### src/rtl/thr_arb_pkg.sv
package thr_arb_pkg;
  localparam int unsigned PRIO_CEIL  = 100;
  localparam int unsigned DEPTH_CEIL = 100;
  localparam int unsigned LVL_W      = 2;

  typedef enum logic [LVL_W-1:0] {
    GLVL_NONE = 2'd0,
    GLVL_LOW  = 2'd1,
    GLVL_MED  = 2'd2,
    GLVL_HIGH = 2'd3
  } gpu_lvl_e;
endpackage

### src/rtl/thr_arb_qualify.sv
module thr_arb_qualify
  import thr_arb_pkg::*;
#(
  parameter int PRIO_W  = 7,
  parameter int DEPTH_W = 7
) (
  input  logic               req_i,
  input  logic [PRIO_W-1:0]  prio_i,
  input  logic [DEPTH_W-1:0] depth_i,
  input  logic [LVL_W-1:0]   level_i,
  output logic               elig_o,
  output logic [PRIO_W-1:0]  prio_o,
  output logic [DEPTH_W-1:0] depth_o,
  output gpu_lvl_e           level_o
);
  localparam logic [PRIO_W-1:0]  PCAP = PRIO_W'(PRIO_CEIL);
  localparam logic [DEPTH_W-1:0] DCAP = DEPTH_W'(DEPTH_CEIL);

  always_comb begin
    elig_o  = req_i && (prio_i != '0);
    prio_o  = (prio_i > PCAP) ? PCAP : prio_i;
    depth_o = (depth_i > DCAP) ? DCAP : depth_i;
    level_o = gpu_lvl_e'(level_i);
  end
endmodule

### src/rtl/thr_arb_select.sv
module thr_arb_select
  import thr_arb_pkg::*;
#(
  parameter int NSRC    = 3,
  parameter int PRIO_W  = 7,
  parameter int DEPTH_W = 7
) (
  input  logic [NSRC-1:0]               elig_i,
  input  logic [NSRC-1:0][PRIO_W-1:0]   prio_i,
  input  logic [NSRC-1:0][DEPTH_W-1:0]  depth_i,
  input  gpu_lvl_e                      level_i [NSRC],
  output logic                          any_o,
  output logic [DEPTH_W-1:0]            depth_o,
  output gpu_lvl_e                      level_o
);
  logic [PRIO_W-1:0] best;

  // Strict greater-than while scanning upward keeps the lowest index on ties.
  always_comb begin
    best    = '0;
    any_o   = 1'b0;
    depth_o = '0;
    level_o = GLVL_NONE;
    for (int i = 0; i < NSRC; i++) begin
      if (elig_i[i] && (!any_o || prio_i[i] > best)) begin
        any_o   = 1'b1;
        best    = prio_i[i];
        depth_o = depth_i[i];
        level_o = level_i[i];
      end
    end
  end
endmodule

### src/rtl/thr_arb_hold.sv
module thr_arb_hold
  import thr_arb_pkg::*;
#(
  parameter int DEPTH_W = 7
) (
  input  logic               clk,
  input  logic               rst_n,
  input  logic               any_i,
  input  logic [DEPTH_W-1:0] depth_i,
  input  gpu_lvl_e           level_i,
  output logic [DEPTH_W-1:0] depth_o,
  output gpu_lvl_e           level_o,
  output logic               valid_o
);
  always_ff @(posedge clk or negedge rst_n) begin
    if (!rst_n) begin
      depth_o <= '0;
      level_o <= GLVL_NONE;
      valid_o <= 1'b0;
    end else begin
      depth_o <= any_i ? depth_i : '0;
      level_o <= any_i ? level_i : GLVL_NONE;
      valid_o <= any_i;
    end
  end
endmodule

### src/rtl/thr_arb.sv
module thr_arb
  import thr_arb_pkg::*;
#(
  parameter int NSRC    = 3,
  parameter int PRIO_W  = 7,
  parameter int DEPTH_W = 7
) (
  input  logic                      clk,
  input  logic                      rst_n,
  input  logic [NSRC-1:0]           src_req,
  input  logic [NSRC*PRIO_W-1:0]    src_prio,
  input  logic [NSRC*DEPTH_W-1:0]   src_depth,
  input  logic [NSRC*LVL_W-1:0]     src_level,
  output logic [DEPTH_W-1:0]        thr_cpu_depth,
  output logic [LVL_W-1:0]          thr_gpu_level,
  output logic                      thr_valid
);
  logic [NSRC-1:0]              q_elig;
  logic [NSRC-1:0][PRIO_W-1:0]  q_prio;
  logic [NSRC-1:0][DEPTH_W-1:0] q_depth;
  gpu_lvl_e                     q_level [NSRC];

  logic               sel_any;
  logic [DEPTH_W-1:0] sel_depth;
  gpu_lvl_e           sel_level;
  gpu_lvl_e           out_level;

  for (genvar g = 0; g < NSRC; g++) begin : g_src
    thr_arb_qualify #(.PRIO_W(PRIO_W), .DEPTH_W(DEPTH_W)) u_qual (
      .req_i   (src_req[g]),
      .prio_i  (src_prio[g*PRIO_W +: PRIO_W]),
      .depth_i (src_depth[g*DEPTH_W +: DEPTH_W]),
      .level_i (src_level[g*LVL_W +: LVL_W]),
      .elig_o  (q_elig[g]),
      .prio_o  (q_prio[g]),
      .depth_o (q_depth[g]),
      .level_o (q_level[g])
    );
  end

  thr_arb_select #(.NSRC(NSRC), .PRIO_W(PRIO_W), .DEPTH_W(DEPTH_W)) u_sel (
    .elig_i  (q_elig),
    .prio_i  (q_prio),
    .depth_i (q_depth),
    .level_i (q_level),
    .any_o   (sel_any),
    .depth_o (sel_depth),
    .level_o (sel_level)
  );

  thr_arb_hold #(.DEPTH_W(DEPTH_W)) u_hold (
    .clk     (clk),
    .rst_n   (rst_n),
    .any_i   (sel_any),
    .depth_i (sel_depth),
    .level_i (sel_level),
    .depth_o (thr_cpu_depth),
    .level_o (out_level),
    .valid_o (thr_valid)
  );

  assign thr_gpu_level = out_level;
endmodule

### config.mk
export PLATFORM = sky130hd
export DESIGN_NAME = thr_arb
export DESIGN_NICKNAME = d
export VERILOG_FILES = /design/src/rtl/thr_arb_pkg.sv /design/src/rtl/thr_arb_qualify.sv /design/src/rtl/thr_arb_select.sv /design/src/rtl/thr_arb_hold.sv /design/src/rtl/thr_arb.sv
export SDC_FILE = /design/constraint.sdc
export NUM_CORES = 1
export LEC_CHECK = 0
export CORE_AREA = 2 2 60 62
export DETAILED_ROUTE_END_ITERATION = 16
export DIE_AREA = 0 0 62 64
export GPL_TIMING_DRIVEN = 1
export MAX_ROUTING_LAYER = met4
export PLACE_DENSITY = 0.87
export SETUP_SLACK_MARGIN = 0.2
export SYNTH_ARGS = -nofsm -noshare
export SYNTH_HDL_FRONTEND = slang
export SYNTH_HIERARCHICAL = 1
export SYNTH_SLANG_ARGS = --single-unit
export TNS_END_PERCENT = 10
### constraint.sdc
create_clock -name clk -period 1.1 [get_ports clk]
set_input_delay 0.275 -clock clk [delete_from_list [all_inputs] [get_ports clk]]
set_output_delay 0.275 -clock clk [all_outputs]
set_load 0.01 [all_outputs]
==> metrics.md, run 1 <==
| Metric | Value |
|---|---|
| Status | `finished with violations` |
| Failing checks | `setup timing` |
| Gate family responsible for the most delay along the worst path | `compound AO/OA/AOI/OAI gates` |
| Switching Fraction | `0.3614` |
| Placeable core region | `approximately 3300 sq um` |
| CTS Root Buffer Type | `clkbuf_4` |
| Met2 routed WL | `3.114 mm` |
| Syn_area_per_cell | `7.402 sq um` |
| Setup crit start kind | `input pin` |
| Deepest clock path buffer count | `2` |
| Leakage dissipation | `0.001238 uW` |
| Final count of negative-setup-slack endpoints | `10` |
| Total routed wire length on the met1 layer | `2.447 mm` |
| Sequential-to-total area share from yosys stat | `0.1674` |
| Clock Sink Count | `10` |
| Register bit count reported by yosys | `10` |
| Wire length of the first global-routing pass | `9.722 mm` |
| Proportion of power drawn by combinational gates | `0.626` |
| RSZ-0062 raised after global routing | `true` |
| Total global-route track usage | `0.3333` |
| Slew Limit Headroom | `0.7033` |
| Fraction of layout instances using a drive strength above 1 | `0.4089` |
| # port buffers | `62` |
| Share of total power in the clock network | `0.163` |
| Placed wire-length estimate | `3.783 mm` |
| Power per standard cell area | `758.5 nW/um^2` |
| Post-detailed-route via-to-cell ratio | `5.588` |
| Total die area | `a little under 4000 sq um` |
| Yosys cell types | `29` |
| Mapped Cells | `202` |
| Post-route total power | `2068 uW` |
| Clock-pin slew on the worst setup and hold paths | `around 70 ps` |
| Int Pwr | `between 1000 and 1500 uW` |
| P&R area growth vs syn | `82.34%` |
| Final Max Tran Viols | `0` |
| Crit-path slowest cell | `o221ai_4` |
| Number of antenna violations at the first check in global routing | `0` |
| GRT Residual Overflow | `0` |
| Portion of synthesized cell area occupied by the leading cell type | `0.1674` |
| Maximum number of pins on one net before global-route repair | `18` |
| Sort of element at the end of the critical path | `register` |
| Worst Hold Class | `in -> async` |
| Number of antenna-violating nets in the routed design | `0` |
| Yosys top cell by area | `dfrtp_1` |
| Routed vias | `approximately 1900` |
| Average detailed-routed wire length per instance | `roughly 19 um` |
| Critical path buffer and inverter count | `3` |
| Number of warnings issued by yosys | `6` |
| Final Core Density | `0.8301` |
| Max-capacitance violation count | `0` |
| Peak per-stage delay on the critical path | `380 ps` |
| Chip width | `62 um` |
| Required time at the endpoint of the critical path | `between 1000 and 1500 ps` |
| Met3 WL | `423 um` |
| Highest routed layer | `met4` |
| Fin nets | `359` |
| Mapped cell area | `1495 sq um` |
| Transition at the pin with the smallest max-transition slack | `443.7 ps` |
| Chain of cells forming the critical path | `buf_6, buf_4, nand2_1, o21bai_2, nand2_1, ha_4, nand4_1, o221ai_4, a31oi_2, ha_1, nand4_1, a21oi_2, nor3_2, a21oi_4, buf_12, mux2_4, and2_1` |
| Syn nets | `269` |
| Type of the setup path with the least slack | `in -> reg` |
| Placer congestion estimate | `0.8566` |
| Initial Util | `0.4552` |
| Final worst path period share | `3.343` |
| Crit path DAT | `3840 ps` |
| Number of iterations in the first detailed-routing pass | `4` |
| Relative contribution of sequential cells to total power | `0.211` |
| Time the worst path needs with I/O delays and setup | `3677 ps` |
| Area contributors post-synth | `dfrtp_1 (17%), and2_1 (13%), ha_1 (12%)` |
| Smallest setup slack after layout | `-2577 ps` |
| Count of hold-fix buffers inserted at cts | `0` |
| Remaining DRCs | `0` |
| Chip Height | `around 64 um` |
| Total length of routed wires | `6.293 mm` |
| CTS tree | `built` |
| Number of levels the H-tree was split into | `1` |
| Number of DRC violations after detailed-routing iteration 0 | `164` |
| Worst vdd ir | `0.3077 mV` |
| Psw | `747.3 uW` |
| Io pins | `63` |
| Core Rows | `21` |
| Post-Place Setup Slack | `-3151 ps` |
| Final hold violation count | `0` |
| Vias in the first global route | `1998` |
| Diode count | `0` |
| Maximum fanout along the worst path | `8` |
| Max Clock Freq | `272.0 MHz` |
| TritonCTS Buffers | `3` |
-- power by group through the flow --
| stage | sequential [uW] | clock (uW) | combinational (uW) |
|---|---|---|---|
| finish | 437 | 337 | 1290 |
| global route | 442 | 365 | 1360 |
| CTS | 433 | 327 | 1160 |
| detailed placement | 441 | 0 | 1030 |
| global placement | 433 | 0 | 988 |
| floorplan | 462 | 0 | 530 |
-- per-layer routing --
layer / up-vias / global-route usage
li1: 867 / -
met1: 863 / 0.3822
met2: 123 / 0.5521
met3: 30 / 0.04453
met4: 0 / 0.1596
met5: - / -
-- through the flow --
| step | instances | area (sq um) | setup TNS, ps | hold slack [ps] |
|---|---|---|---|---|
| 2_1_floorplan | 202 | 1603 | -24720 | -20.59 |
| 3_3_place_gp | 324 | 2415 | -27600 | 590.2 |
| 3_5_place_dp | 324 | 2415 | -29440 | 604.9 |
| 4_1_cts | 335 | 2666 | -20810 | 323.5 |
| 5_1_grt | 337 | 2726 | -24160 | 345.4 |
| 6_report | 337 | 2726 | -23650 | 311.0 |
-- how the worst max path moves through the flow --
stage | from | to | slack [ps] | depth (start not counted)
detailed placement | src_prio[4] | u_hold/depth_o[3]$_DFF_PN0_ | -3150 | 17
global route | src_prio[5] | u_hold/depth_o[5]$_DFF_PN0_ | -2620 | 19
CTS | src_prio[6] | u_hold/depth_o[6]$_DFF_PN0_ | -2260 | 19
finish | src_prio[5] | u_hold/level_o[1]$_DFF_PN0_ | -2580 | 17
global placement | src_prio[3] | u_hold/depth_o[6]$_DFF_PN0_ | -2940 | 17
floorplan | src_prio[1] | u_hold/depth_o[0]$_DFF_PN0_ | -2700 | 20
-- placed cells by master, fill, tap and decap left out, types with 2 or more instances in the layout --
cell type        netlist  layout
clkdlybuf4s15_1        0       2
dfrtp_1               10      10
o311ai_4               0       2
a21oi_4                0       2
buf_2                  0      10
o221ai_4               0       2
and2_4                 0       5
o311ai_1               6       4
buf_6                  1       4
ha_4                   0       4
a31oi_1                6       5
a21oi_2                2       4
a21boi_2               0       2
clkbuf_4               0       4
mux2i_1                9       9
nand2_1               24      21
nor2_1                13      11
buf_4                  8      43
clkdlybuf4s50_1        0      39
nand4_1                3       3
and2_2                 3       3
inv_1                 18      17
and2_1                31      26
nand2_2                0       2
nand3b_1               2       2
o21bai_1               6       5
nor2_2                 0       2
ha_1                  14      10
nor3_1                 4       2
clkbuf_2               0       2
mux2_4                 0       9
-- final cells by class --
| type | instances | area (sq um) |
|---|---|---|
| fillers | 188 | 558.0 |
| repair buffers | 106 | 928.4 |
| clock buffers | 4 | 36.28 |
| multi-input cells | 153 | 1386 |
| well taps | 46 | 57.56 |
| inverters | 18 | 67.56 |
| flip-flops and latches | 10 | 250.2 |
-- repair_timing --
item | 4_1_cts | 5_1_grt
setup endpoints to repair | 20 | 20
setup buffers | 4 | 2
pin swaps | 26 | 14
cloned | 3 | 0
gates resized for setup | 120 | 15
endpoints found under the hold margin | 0 | 0
-- synthesized netlist by cell type, drive strengths merged --
| library cell | n |
|---|---|
| nand2 | 24 |
| o21ai | 2 |
| o311ai | 6 |
| ha | 14 |
| a31oi | 6 |
| inv | 18 |
| o21bai | 6 |
| buf | 9 |
| nor2b | 1 |
| o2111ai | 1 |
| nand4 | 3 |
| mux2i | 9 |
| o221ai | 1 |
| clkbuf | 14 |
| nand3b | 2 |
| nand3 | 1 |
| mux2 | 9 |
| or3 | 1 |
| nor4 | 3 |
| and2 | 34 |
| nor3 | 4 |
| nor2 | 13 |
| o31ai | 1 |
| a21oi | 7 |
| dfrtp | 10 |
| a21boi | 3 |
-- flip-flops by register name, indices dropped and copies added (netlist names) --
| name | flops |
|---|---|
| u_hold/depth_o | 7 |
| u_hold/level_o | 2 |
| u_hold/valid_o | 1 |
-- cells by family (layout without fill, tap and decap cells) --
| family | count (synthesis) | in the layout | share of synthesized area |
|---|---|---|---|
| fa+ha+maj | 14 | 14 | 0.1172 |
| simple gates | 86 | 86 | 0.2979 |
| compound gates | 33 | 35 | 0.1615 |
| flops | 10 | 10 | 0.1674 |
| mux | 18 | 18 | 0.1280 |
| buf+inv | 41 | 128 | 0.1280 |
Note: power is estimated with default switching activity, not from simulation.
==> inputs of run 2 (changes only) <==
--- a/config.mk
+++ b/config.mk
@@ -5,12 +5,12 @@
 export SDC_FILE = /design/constraint.sdc
 export NUM_CORES = 1
 export LEC_CHECK = 0
-export CORE_AREA = 2 2 60 62
+export CORE_AREA = 2 2 69 54
 export DETAILED_ROUTE_END_ITERATION = 16
-export DIE_AREA = 0 0 62 64
+export DIE_AREA = 0 0 71 56
 export GPL_TIMING_DRIVEN = 1
 export MAX_ROUTING_LAYER = met4
-export PLACE_DENSITY = 0.87
+export PLACE_DENSITY = 0.88
 export SETUP_SLACK_MARGIN = 0.2
 export SYNTH_ARGS = -nofsm -noshare
 export SYNTH_HDL_FRONTEND = slang
==> metrics.md, run 2 (synthesized netlist as in run 1, its figures left out) <==
| Metric | Value |
|---|---|
| Final worst path period share | `3.522` |
| Status | `finished with violations` |
| Failing checks | `setup timing` |
| Switching Fraction | `0.3617` |
| Number of iterations in the first detailed-routing pass | `4` |
| Fraction of layout instances using a drive strength above 1 | `0.4783` |
| Worst vdd ir | `0.5932 mV` |
| Type of the setup path with the least slack | `in -> reg` |
| Final hold violation count | `0` |
| Number of antenna violations at the first check in global routing | `0` |
| Post-route total power | `2375 uW` |
| GRT Residual Overflow | `0` |
| Wire length of the first global-routing pass | `9.922 mm` |
| Leakage dissipation | `~0.0013 uW` |
| Chain of cells forming the critical path | `dlygate4sd2_1, nand2_1, and2_2, ha_1, nand4_1, buf_4, o221ai_4, buf_4, nor2_1, a31oi_1, ha_1, nand3b_1, a21oi_2, nor3_4, a21oi_4, clkbuf_16, mux2_4, and2_4` |
| Maximum number of pins on one net before global-route repair | `17` |
| Remaining DRCs | `0` |
| RSZ-0062 raised after global routing | `true` |
| Vias in the first global route | `1957` |
| Required time at the endpoint of the critical path | `1230 ps` |
| Chip Height | `56 um` |
| Number of antenna-violating nets in the routed design | `0` |
| Smallest setup slack after layout | `-2774 ps` |
| Routed vias | `2087` |
| Relative contribution of sequential cells to total power | `0.182` |
| Clock Sink Count | `10` |
| Psw | `859.2 uW` |
| Highest routed layer | `met4` |
| Gate family responsible for the most delay along the worst path | `simple AND/OR/NAND/NOR gates` |
| Time the worst path needs with I/O delays and setup | `about 3900 ps` |
| Int Pwr | `1516 uW` |
| Placer congestion estimate | `0.8323` |
| Core Rows | `18` |
| Final Max Tran Viols | `0` |
| Placed wire-length estimate | `3.582 mm` |
| CTS Root Buffer Type | `clkbuf_8` |
| Number of levels the H-tree was split into | `1` |
| Share of total power in the clock network | `0.204` |
| Crit path DAT | `approximately 4000 ps` |
| Met2 routed WL | `3.584 mm` |
| Proportion of power drawn by combinational gates | `0.613` |
| Critical path buffer and inverter count | `4` |
| Final count of negative-setup-slack endpoints | `10` |
| Fin nets | `367` |
| Deepest clock path buffer count | `2` |
| Flip-flop count of the largest register, all copies and words added | `7` |
| Count of hold-fix buffers inserted at cts | `0` |
| Placeable core region | `3266 sq um` |
| Post-detailed-route via-to-cell ratio | `about 6` |
| Average detailed-routed wire length per instance | `23.08 um` |
| Sort of element at the end of the critical path | `register` |
| Total global-route track usage | `0.3344` |
| Registers with the most flip-flops | `u_hold/depth_o: 7 flops, u_hold/level_o: 2 flops, u_hold/valid_o: 1 flops` |
| Met3 WL | `832 um` |
| Final Core Density | `0.8866` |
| Number of DRC violations after detailed-routing iteration 0 | `258` |
| Crit-path slowest cell | `ha_1` |
| Worst Hold Class | `in -> async` |
| Io pins | `63` |
| Peak per-stage delay on the critical path | `320 ps` |
| Clock-pin slew on the worst setup and hold paths | `50 ps` |
| Total length of routed wires | `7.824 mm` |
| Transition at the pin with the smallest max-transition slack | `438.8 ps` |
| Setup crit start kind | `input pin` |
| Maximum fanout along the worst path | `8` |
| Diode count | `0` |
| Total routed wire length on the met1 layer | `2.922 mm` |
| Power per standard cell area | `820.4 nW/um^2` |
| Chip width | `71 um` |
| Max Clock Freq | `258.1 MHz` |
| TritonCTS Buffers | `3` |
| Reg with most FFs | `u_hold/depth_o` |
| Most used cells in the layout excluding fill and tap cells | `buf_4 (45), clkdlybuf4s50_1 (39), nand2_1 (18)` |
| Setup TNS Final | `-25480 ps` |
| Initial Util | `0.4579` |
| Total die area | `slightly below 4000 sq um` |
| Slew Limit Headroom | `0.7058` |
| # port buffers | `62` |
| CTS tree | `built` |
| P&R area growth vs syn | `93.64%` |
| Max-capacitance violation count | `0` |
| Commonest non-fill, non-tap cell in the layout | `buf_4` |
run 2: worst paths after layout:
| path | end | startpoint | slack, ps | cells after the start |
|---|---|---|---|---|
| min in group clk | u_hold/level_o[0]$_DFF_PN0_ | src_level[4] | 800 | 3 |
| min | u_hold/level_o[1]$_DFF_PN0_ | rst_n | 300 | 2 |
| max | u_hold/depth_o[4]$_DFF_PN0_ | src_prio[13] | -2770 | 18 |
| max in group asynchronous | u_hold/depth_o[2]$_DFF_PN0_ | rst_n | 650 | 2 |
run 2: routing by layer:
metal,vias up,GRT usage
li1,883,-
met1,964,0.3941
met2,187,0.5474
met3,53,0.06159
met4,0,0.1617
met5,-,-
run 2: power groups by stage:
stage               Clock [uW]  Combinational, uW  Sequential, uW
CTS                        462               1210             428
finish                     486               1460             433
floorplan                    0                530             462
global route               503               1510             435
global placement             0                997             433
detailed placement           0               1030             435
run 2: per-stage QoR:
stage,cell area [sq um],setup slack [ps],instances,hold slack [ps]
after CTS,2749,-2397,333,341.3
after global placement,2415,-2965,319,577.2
after global routing,2895,-2808,339,324.1
final,2895,-2774,339,304.0
after floorplan,1603,-2699,202,-20.59
after detailed placement,2415,-3187,319,588.3
run 2: what timing repair did:
| action | CTS | global route |
|---|---|---|
| endpoints found under the hold margin | 0 | 0 |
| resized for setup | 123 | 32 |
| pin swaps | 27 | 26 |
| endpoints found under the setup margin | 20 | 20 |
| setup buffers | 7 | 6 |
| cloned | 3 | 0 |
run 2: final cells by class:
class	count	area, sq um
clock buffer	4	55.05
fill	145	370.4
inverter	18	67.56
multi-input combinational	153	1479
sequential	10	250.2
tap	40	50.05
timing repair buffer	114	993.5
